`src/rtl/spi_frame_judge.sv`:
```
module spi_frame_judge #(
  parameter int CNT_W       = 8,
  parameter int SYNC_STAGES = 2
) (
  input  logic             clk,
  input  logic             rst_n,
  input  logic             spi_cs_n,
  input  logic             spi_sck,
  input  logic             spi_mosi,
  output logic [7:0]       opcode,
  output logic [CNT_W-1:0] byte_cnt,
  output logic             data_out_frame,
  output logic             exec_pulse,
  output logic             reject_pulse
);

  localparam logic [CNT_W-1:0] CNT_MAX = {CNT_W{1'b1}};

  logic [SYNC_STAGES-1:0] cs_sync, sck_sync, mosi_sync;
  logic       cs_q, sck_q;
  logic [6:0] shift;
  logic [2:0] bit_cnt;
  logic       wr_cls, rd_cls;

  wire cs_now   = cs_sync[SYNC_STAGES-1];
  wire sck_now  = sck_sync[SYNC_STAGES-1];
  wire mosi_now = mosi_sync[SYNC_STAGES-1];
  wire cs_fall  = cs_q & ~cs_now;
  wire cs_rise  = ~cs_q & cs_now;
  wire sck_rise = sck_now & ~sck_q & ~cs_now;
  wire [7:0] next_byte = {shift, mosi_now};

  function automatic logic is_write(input logic [7:0] op);
    case (op)
      8'h06, 8'h04, 8'h01, 8'h02, 8'h20, 8'hD8, 8'hC7, 8'h60, 8'hB9: return 1'b1;
      default: return 1'b0;
    endcase
  endfunction

  function automatic logic is_read(input logic [7:0] op);
    case (op)
      8'h03, 8'h0B, 8'h05, 8'hAB, 8'h9F: return 1'b1;
      default: return 1'b0;
    endcase
  endfunction

  assign data_out_frame = rd_cls;

  always_ff @(posedge clk or negedge rst_n) begin
    if (!rst_n) begin
      cs_sync   <= '1;
      sck_sync  <= '0;
      mosi_sync <= '0;
      cs_q      <= 1'b1;
      sck_q     <= 1'b0;
    end else begin
      cs_sync   <= {cs_sync[SYNC_STAGES-2:0], spi_cs_n};
      sck_sync  <= {sck_sync[SYNC_STAGES-2:0], spi_sck};
      mosi_sync <= {mosi_sync[SYNC_STAGES-2:0], spi_mosi};
      cs_q      <= cs_now;
      sck_q     <= sck_now;
    end
  end

  always_ff @(posedge clk or negedge rst_n) begin
    if (!rst_n) begin
      shift        <= '0;
      bit_cnt      <= '0;
      byte_cnt     <= '0;
      opcode       <= '0;
      wr_cls       <= 1'b0;
      rd_cls       <= 1'b0;
      exec_pulse   <= 1'b0;
      reject_pulse <= 1'b0;
    end else begin
      exec_pulse   <= 1'b0;
      reject_pulse <= 1'b0;
      if (cs_fall) begin
        shift    <= '0;
        bit_cnt  <= '0;
        byte_cnt <= '0;
        opcode   <= '0;
        wr_cls   <= 1'b0;
        rd_cls   <= 1'b0;
      end else if (sck_rise) begin
        shift   <= next_byte[6:0];
        bit_cnt <= bit_cnt + 3'd1;
        if (bit_cnt == 3'd7) begin
          if (byte_cnt != CNT_MAX) byte_cnt <= byte_cnt + 1'b1;
          if (byte_cnt == '0) begin
            opcode <= next_byte;
            wr_cls <= is_write(next_byte);
            rd_cls <= is_read(next_byte);
          end
        end
      end
      if (cs_rise && byte_cnt != '0) begin
        if (rd_cls || (wr_cls && bit_cnt == 3'd0)) exec_pulse <= 1'b1;
        else reject_pulse <= 1'b1;
      end
    end
  end

  p_excl_r9: assert property (@(posedge clk) disable iff (!rst_n)
    !(exec_pulse && reject_pulse));
  p_exec_one_r9: assert property (@(posedge clk) disable iff (!rst_n)
    exec_pulse |=> !exec_pulse);
  p_rej_one_r9: assert property (@(posedge clk) disable iff (!rst_n)
    reject_pulse |=> !reject_pulse);
  p_no_early_r7: assert property (@(posedge clk) disable iff (!rst_n)
    (exec_pulse || reject_pulse) |-> $past(byte_cnt) != '0);
  p_boundary_r5: assert property (@(posedge clk) disable iff (!rst_n)
    (exec_pulse && $past(wr_cls)) |-> $past(bit_cnt) == 3'd0);
  p_dof_r6: assert property (@(posedge clk) disable iff (!rst_n)
    data_out_frame |-> byte_cnt != '0);
  p_opc_hold_r2: assert property (@(posedge clk) disable iff (!rst_n)
    ($past(byte_cnt) != '0 && byte_cnt != '0) |-> $stable(opcode));
  p_cnt_step_r3: assert property (@(posedge clk) disable iff (!rst_n)
    (byte_cnt != $past(byte_cnt)) |-> (byte_cnt == '0 || byte_cnt == $past(byte_cnt) + 1'b1));
  p_idle_r10: assert property (@(posedge clk) disable iff (!rst_n)
    $past(cs_now) |-> ($stable(byte_cnt) && $stable(opcode)));

endmodule

```
`config.mk`:
```
export PLATFORM = sky130hd
export DESIGN_NAME = spi_frame_judge
export DESIGN_NICKNAME = d
export VERILOG_FILES = /design/src/rtl/spi_frame_judge.sv
export SDC_FILE = /design/constraint.sdc
export NUM_CORES = 1
export LEC_CHECK = 0
export CAP_MARGIN = 20
export CORE_ASPECT_RATIO = 1.1
export CORE_MARGIN = 1.5
export CORE_UTILIZATION = 25
export DETAILED_ROUTE_END_ITERATION = 16
export SKIP_CTS_REPAIR_TIMING = 1
export SYNTH_ARGS = -nofsm -noshare
export SYNTH_HDL_FRONTEND = slang
export SYNTH_SLANG_ARGS = --single-unit
```
`constraint.sdc`:
```
create_clock -name clk -period 6.2 [get_ports clk]
set_clock_uncertainty 0.2 [all_clocks]
set_input_delay 1.24 -clock clk [delete_from_list [all_inputs] [get_ports clk]]
set_output_delay 1.24 -clock clk [all_outputs]
set_load 0.03 [all_outputs]
```
Word-level counts from Yosys, hierarchy flattened
Cells that the tools add are included.
{"block": "word_totals", "wordCells": 78, "in_bits": 5, "register_bits": 38, "output_inout_bits": 19}
{"block": "op_classes", "muxes": 26, "reduce_logical": 14, "n_bitwise": 7, "add_sub_neg": 2, "eq_ne": 16}
{"operator": "8-bit 2-to-1 mux", "n": 8}
{"operator": "8-bit equality test (second input constant)", "n": 5}
{"operator": "8-bit by 3-bit equality test with 1-bit output (second input constant)", "n": 3}
{"operator": "8-bit by 2-bit equality test with 1-bit output (second input constant)", "n": 2}
{"operator": "1-bit 2-to-1 mux", "n": 14}
{"operator": "7-bit 2-to-1 mux", "n": 2}
{"operator": "9-bit OR reduction", "n": 1}
{"operator": "8-bit by 1-bit adder with 8-bit output (second input constant)", "n": 1}
{"operator": "8-bit by 1-bit equality test with 1-bit output (second input constant)", "n": 1}
{"operator": "8-bit by 4-bit equality test with 1-bit output (second input constant)", "n": 1}
{"operator": "8-bit by 6-bit equality test with 1-bit output (second input constant)", "n": 1}
{"operator": "8-bit by 7-bit equality test with 1-bit output (second input constant)", "n": 1}
{"operator": "8-bit zero test", "n": 1}
{"operator": "8-bit != test (second input constant)", "n": 1}
{"operator": "2-bit nonzero test", "n": 4}
{"operator": "8-bit nonzero test", "n": 1}
{"operator": "3-bit 2-to-1 mux", "n": 2}
{"operator": "3-bit AND reduction", "n": 2}
{"operator": "5-bit OR reduction", "n": 1}
{"operator": "1-bit AND", "n": 4}
{"operator": "3-bit by 1-bit adder with 3-bit output (second input constant)", "n": 1}
{"operator": "3-bit equality test (second input constant)", "n": 1}
{"operator": "3-bit zero test", "n": 1}
{"operator": "1-bit inverter", "n": 3}
{"operator": "2 further kinds", "n": 3}

Logic depth before layout (Yosys ltp)
Gate-level depths: netlist (run 1).
{"block": "logic_depth", "word_depth": 7, "mapped_depth": 7, "ltp_nobuf": 6}

Worst setup path after synthesis (run 1)
No wires, ideal clock.
{"block": "synth_path", "path_kind": "reg-to-reg", "start": "reg byte_cnt[0]", "end": "reg wr_cls", "path_buffers": 1, "stages_incl_launch_ff": 8, "period_less_slack_ns": 2.073, "path_slack_ns": 4.127, "setup_time_ns": 0.136, "arrival_ns": 1.737, "t_required_ns": 5.864, "path_cell_list": "dfrtp_1 -> inv_1 -> ha_1 -> nor4b_1 -> nand4_1 -> buf_2 -> a2111oi_0 -> nor3_1"}
{"block": "synth_between", "elab_chain_len": 3}
{"item": "from (decl)", "line_no": "11", "rtl": "output logic [CNT_W-1:0] byte_cnt,"}
{"item": "from (signal assigned)", "line_no": "89", "rtl": "if (byte_cnt != CNT_MAX) byte_cnt <= byte_cnt + 1'b1;"}
{"item": "8-bit zero test", "line_no": "90", "rtl": "if (byte_cnt == '0) begin"}
{"item": "2-bit nonzero test (no source line)"}
{"item": "3-bit AND reduction (no source line)"}
{"item": "to (signal assigned)", "line_no": "92", "rtl": "wr_cls <= is_write(next_byte);"}
{"item": "to (decl)", "line_no": "23", "rtl": "logic wr_cls, rd_cls;"}
Every way passes these cells.
A chain may end at the register's enable or synchronous reset.

Final worst setup path (run 1)
{"block": "layout_path", "start": "reg byte_cnt[7]", "end": "out byte_cnt[7]"}
No word-level cell between the ends.

==> impl_metrics.json, run 1 <==
{
  "outcome": "complete, no violations",
  "numClockSinks": 38,
  "crit_family": "buffers and inverters",
  "synth-seq-area-share_pct": 53.0,
  "setup_viol": 0,
  "total_power_uw": 450,
  "syn_to_final_growth_pct": 20.9,
  "postRouteAntennaNets": 0,
  "fin_tns_setup_ns": 0,
  "final_nets": 198,
  "endpoint_kind": "output port",
  "relSlewSlack_pct": 45.1,
  "powerDensity_mw_per_mm2": 207,
  "cell_internal_pwr_uw": 343,
  "io_buffers": 23,
  "layout_worst_path_cycle_share_pct": 47.5,
  "die_w_um": 83.9,
  "cts_tree": "built",
  "dp_hpwl_mm": 2.29,
  "setup_ws_ns": 3.26,
  "r2r.worst_path.cells": 6,
  "wl_mm": 3.45,
  "utilization_pct": 31.1,
  "wl_per_cell_um": 12.6,
  "fin_crit_ns": 2.94,
  "criticalPathCategory": "register to output port",
  "grt_max_degree": 39,
  "grt_use_total_pct": 9.71,
  "worstMarginPinSlew_ns": 0.824,
  "max_freq_mhz": 340,
  "design.core.area_mm2": 0.00701,
  "std_cell_rows": 32,
  "drive_above_1_share_pct": 9.52,
  "cts_max_path_buffers": 2,
  "syn_inst": 169,
  "whs_endpoint": "sck_sync[1]",
  "pre_cts_ws_ns": 3.15,
  "drtIter0Drc": 57,
  "initial_utilization_pct": 25.7,
  "slew_viol_final": 0,
  "critPathRequiredTime_ns": 4.76,
  "synth_edf_count": 0,
  "die_area_mm2": 0.00773,
  "cts_root_buf": "clkbuf_8",
  "gr-total-overflow": 0,
  "die-height_um": 92.0,
  "path_clk_slew_ns": 0.08,
  "crit_path_start_kind": "register",
  "grt_pass1_vias": 1258,
  "synth_area_mm2": 0.00180,
  "crit_chain": "clkdlybuf4s50_1",
  "final_area_mm2": 0.00218,
  "clkPwrFrac_pct": 36.8,
  "timing.rr.end": "data_out_frame",
  "hold_path.class": "register to register",
  "slowest_stage": "clkdlybuf4s50_1",
  "synthesis.nets": 179,
  "power_leakage_nw": 0.959,
  "grt_pass1_wl_mm": 6.07,
  "critPathMaxStageDelay_ns": 0.72,
  "combPwrFrac_pct": 5.3,
  "peakVddDrop_mv": 0.0639,
  "num_antenna_cells": 0,
  "viasPerCell": 4.74,
  "numCtsBuffers": 5,
  "async_reset_ff_share_pct": 100,
  "htreeDepth": 2,
  "ys_warn_count": 0,
  "antenna_found_initial": 0,
  "cp.arrival_ns": 1.50,
  "finalHoldViolCount": 0,
  "switching_share_pct": 23.8,
  "drc": 0,
  "place.gp.congestion": 0.722,
  "rr_startpoint": "byte_cnt[0]",
  "drt_pass1_iterations": 4,
  "synth.distinct_cells": 44,
  "placed_area_mm2": 0.00208,
  "cp_num_buf_inv": 1,
  "rrSetupSlack_ns": 3.50,
  "synth-main-ff-cell": "dfrtp_1",
  "io_pins": 24,
  "drv_cap": 0,
  "power.switching_uw": 107,
  "num_vias": 1298,
  "hold_depth": 0,
  "synth-seq-cells": 38,
  "cp_max_fo": 8,
  "rsz0062_at_grt": "false",
  "fillers": 707,
  "clk_latency_ns": 0.29,
  "syn_area_per_cell_um2": 10.7,
  "hold_start": "sck_sync[0]",
  "sequentialPowerShare_pct": 57.9
}
[per-layer routing]
metal / up-vias / wire length (um) / track usage [%]
li1: 629 / - / -
met1: 635 / 1600 / 12.2
met2: 32 / 1680 / 15.5
met3: 2 / 151 / 3.15
met4: 0 / 15 / 3.69
met5: - / 0 / 0
[state kept, by name, summed over array words and instances (netlist names)]
name            cells
byte_cnt            8
opcode              8
shift               7
bit_cnt             3
cs_sync             2
mosi_sync           2
sck_sync            2
cs_q                1
data_out_frame      1
exec_pulse          1
reject_pulse        1
sck_q               1
wr_cls              1
[cell usage after synthesis (all sizes together), types with 2 or more instances]
library cell,n,share of area (%)
nand3,4,1.1
a311oi,2,1.3
xnor2,3,1.5
dfrtp,35,49
nor2,27,5.6
clkbuf,8,1.7
mux2i,15,8.3
nand2,7,1.5
buf,5,1.7
a31oi,3,1.0
nor3,5,1.4
a21oi,5,1.4
inv,8,1.7
o21ai,2,0.56
nor3b,2,1.1
nor4,2,0.69
a2111oi,3,1.5
nand4b,2,0.97
nor2b,3,1.0
dfstp,3,4.4
ha,5,3.5
nand3b,2,0.83
[cell families (layout without fill, tap and decap cells)]
family	count (synthesis)	count (layout)	synth area share, %
simple gates	63	63	18.5
flops	38	38	53.0
compound gates	23	23	9.79
buf+inv	21	41	5.00
mux	15	15	8.33
fa+ha+maj	5	5	3.47
xor+xnor	4	4	1.94
[final cells by class]
cell class | instances | area, um^2 | share of cell area (%)
multi-input combinational | 110 | 757 | 34.8
sequential | 38 | 955 | 43.8
clock inverter | 2 | 13.8 | 0.632
inverter | 8 | 30.0 | 1.38
timing repair buffer | 25 | 244 | 11.2
tap | 85 | 106 | 4.88
clock buffer | 6 | 72.6 | 3.33
[worst reg2reg max path, cell delays in order (launching register included)]
cell and delay [ns]:
dfrtp_1 0.43, inv_1 0.08, ha_1 0.13, nor4b_1 0.39
nand4_1 0.68, a311o_1 0.57, a21oi_1 0.15
[worst max path at each step]
stage           startpoint              to  cells past startpoint
2_1_floorplan  byte_cnt[0]          wr_cls                      7
3_3_place_gp    cs_sync[1]  data_out_frame                      4
3_5_place_dp    cs_sync[1]  data_out_frame                      4
4_1_cts         cs_sync[1]          wr_cls                      4
5_1_grt        byte_cnt[7]     byte_cnt[7]                      1
6_report       byte_cnt[7]     byte_cnt[7]                      1
[power by group through the flow]
stage          Sequential, mW  Combinational [mW]  Clock, mW
5_1_grt                 0.262              0.0276      0.183
4_1_cts                 0.261              0.0242      0.173
3_5_place_dp            0.265              0.0242          0
2_1_floorplan           0.261              0.0170          0
6_report                0.261              0.0237      0.166
3_3_place_gp            0.265              0.0240          0
[metrics by stage]
step / hold WS [ns] / instances
CTS: 0.153 / 273
global placement: 0.136 / 265
floorplan: 0.131 / 169
detailed placement: 0.136 / 265
global route: 0.166 / 274
finish: 0.152 / 274
[cell usage in the layout (no fill, tap or decap), types with 3 or more instances in the layout]
master           instances
inv_1                    8
nor3_1                   5
a2111oi_0                3
clkbuf_8                 5
xnor2_1                  3
dfstp_2                  3
a31oi_1                  3
nand3_1                  4
nor2_1                  27
nor2b_1                  3
dfrtp_1                 35
mux2i_1                 15
nand2_1                  7
ha_1                     5
a21oi_1                  5
clkdlybuf4s50_1         22
(Power assumes the default switching activity.)
==> run 2: changes to the inputs <==
==> constraint.sdc (replaced) <==
create_clock -name clk -period 2.74 [get_ports clk]
set_clock_uncertainty 0.2 [all_clocks]
set_input_delay 0.548 -clock clk [delete_from_list [all_inputs] [get_ports clk]]
set_output_delay 0.548 -clock clk [all_outputs]
set_load 0.03 [all_outputs]
==> impl_metrics.json, run 2 (same netlist as run 1, synthesis figures left out) <==
{
  "outcome": "complete, no violations",
  "top_regs": "byte_cnt x8, opcode x8, shift x7",
  "slew_viol_final": 0,
  "grt_pass1_wl_mm": 6.38,
  "grtUsageMet3_pct": 2.79,
  "crit_path_start_kind": "register",
  "syn_to_final_growth_pct": 22.6,
  "grt.met1_usage_pct": 13.4,
  "cts_tree": "built",
  "finalNonFillerCells": 275,
  "gr-total-overflow": 0,
  "wl_per_cell_um": 13.2,
  "powerDensity_mw_per_mm2": 510,
  "num_antenna_cells": 0,
  "cp_max_fo": 8,
  "grt_max_degree": 39,
  "crit_chain": "clkdlybuf4s50_1",
  "std_cell_rows": 32,
  "cp.arrival_ns": 1.50,
  "drc": 0,
  "drtIter0Drc": 85,
  "met2_usage_pct": 16.7,
  "endpoint_kind": "output port",
  "grt_pass1_vias": 1303,
  "utilization_pct": 31.5,
  "total_power_mw": 1.13,
  "initial_utilization_pct": 25.7,
  "power_leakage_nw": 0.968,
  "cts_max_path_buffers": 2,
  "final_common_cell": "dfrtp_1",
  "postRouteAntennaNets": 0,
  "numCtsBuffers": 5,
  "design.core.area_mm2": 0.00701,
  "antenna_found_initial": 0,
  "drv_cap": 0,
  "grt_use_total_pct": 10.3,
  "worstMarginPinSlew_ns": 0.840,
  "die_w_um": 83.9,
  "critPathRequiredTime_ns": 1.99,
  "fin_tns_setup_ns": 0,
  "hold_path.class": "input port to async pin",
  "place.gp.congestion": 0.744,
  "clk_latency_ns": 0.29,
  "htreeDepth": 2,
  "io_buffers": 23,
  "post-place-cells": 267,
  "rsz0062_at_grt": "false",
  "numClockSinks": 38,
  "wl_mm": 3.62,
  "fin_crit_ns": 2.24,
  "critPathMaxStageDelay_ns": 0.72,
  "num_vias": 1295,
  "finalHoldViolCount": 0,
  "dp_hpwl_mm": 2.39,
  "criticalPathCategory": "register to output port",
  "viasPerCell": 4.71,
  "setup_viol": 0,
  "peakVddDrop_mv": 0.208,
  "io_pins": 24,
  "drt_pass1_iterations": 4,
  "layout_worst_path_cycle_share_pct": 81.9,
  "fin_hold_ws_ns": 0.149,
  "rr_startpoint": "bit_cnt[0]",
  "critPathLaunch": "byte_cnt[7]",
  "die-height_um": 92.0,
  "layout_common_cells": "dfrtp_1, nor2_1, clkdlybuf4s50_1",
  "max_freq_mhz": 446,
  "busiest_layer": "met2",
  "crit_family": "buffers and inverters",
  "path_clk_slew_ns": 0.08,
  "final_nets": 199,
  "relSlewSlack_pct": 44.0,
  "slowest_stage": "clkdlybuf4s50_1",
  "cp_num_buf_inv": 1,
  "die_area_mm2": 0.00773,
  "cts_root_buf": "clkbuf_8",
  "drive_above_1_share_pct": 10.5
}
[run 2: where the power goes]
| group | switching [mW] | total (mW) | internal, mW |
|---|---|---|---|
| Sequential | 0.0150 | 0.589 | 0.574 |
| Combinational | 0.0326 | 0.0539 | 0.0214 |
| Clock | 0.212 | 0.483 | 0.271 |
| Total | 0.260 | 1.13 | 0.867 |
[run 2: path summary, 6_finish.rpt]
kind / cells after the start / endpoint / slack [ns]
hold / removal: 1 / byte_cnt[7] / 0.15
hold reg to reg: 0 / cs_sync[1] / 0.15
setup reg to reg: 6 / byte_cnt[6] / 0.58
max in group asynchronous: 1 / bit_cnt[2] / 1.66
min in group clk: 0 / cs_sync[1] / 0.15
setup / recovery: 1 / byte_cnt[7] / 0.50
[run 2: final cells by class]
| cell class | instances | area (um^2) |
|---|---|---|
| Fill cell | 711 | 4800 |
| Sequential cell | 38 | 955 |
| Multi-Input combinational cell | 110 | 757 |
| Timing Repair Buffer | 26 | 248 |
| Tap cell | 85 | 106 |
| Clock buffer | 5 | 68.8 |
| Clock inverter | 3 | 45.0 |
| Inverter | 8 | 30.0 |
[run 2: per-layer routing]
metal	vias up	share of wire [%]
met1	635	48
li1	635	-
met5	-	0
met3	5	3.6
met4	0	1.2
met2	20	47
[run 2: through the flow]
step | setup WS (ns) | instance area, um^2
final | 0.496 | 2210
after global placement | 0.601 | 2100
after global routing | 0.377 | 2210
after detailed placement | 0.609 | 2100
after CTS | 0.479 | 2210
after floorplan | 0.667 | 1800
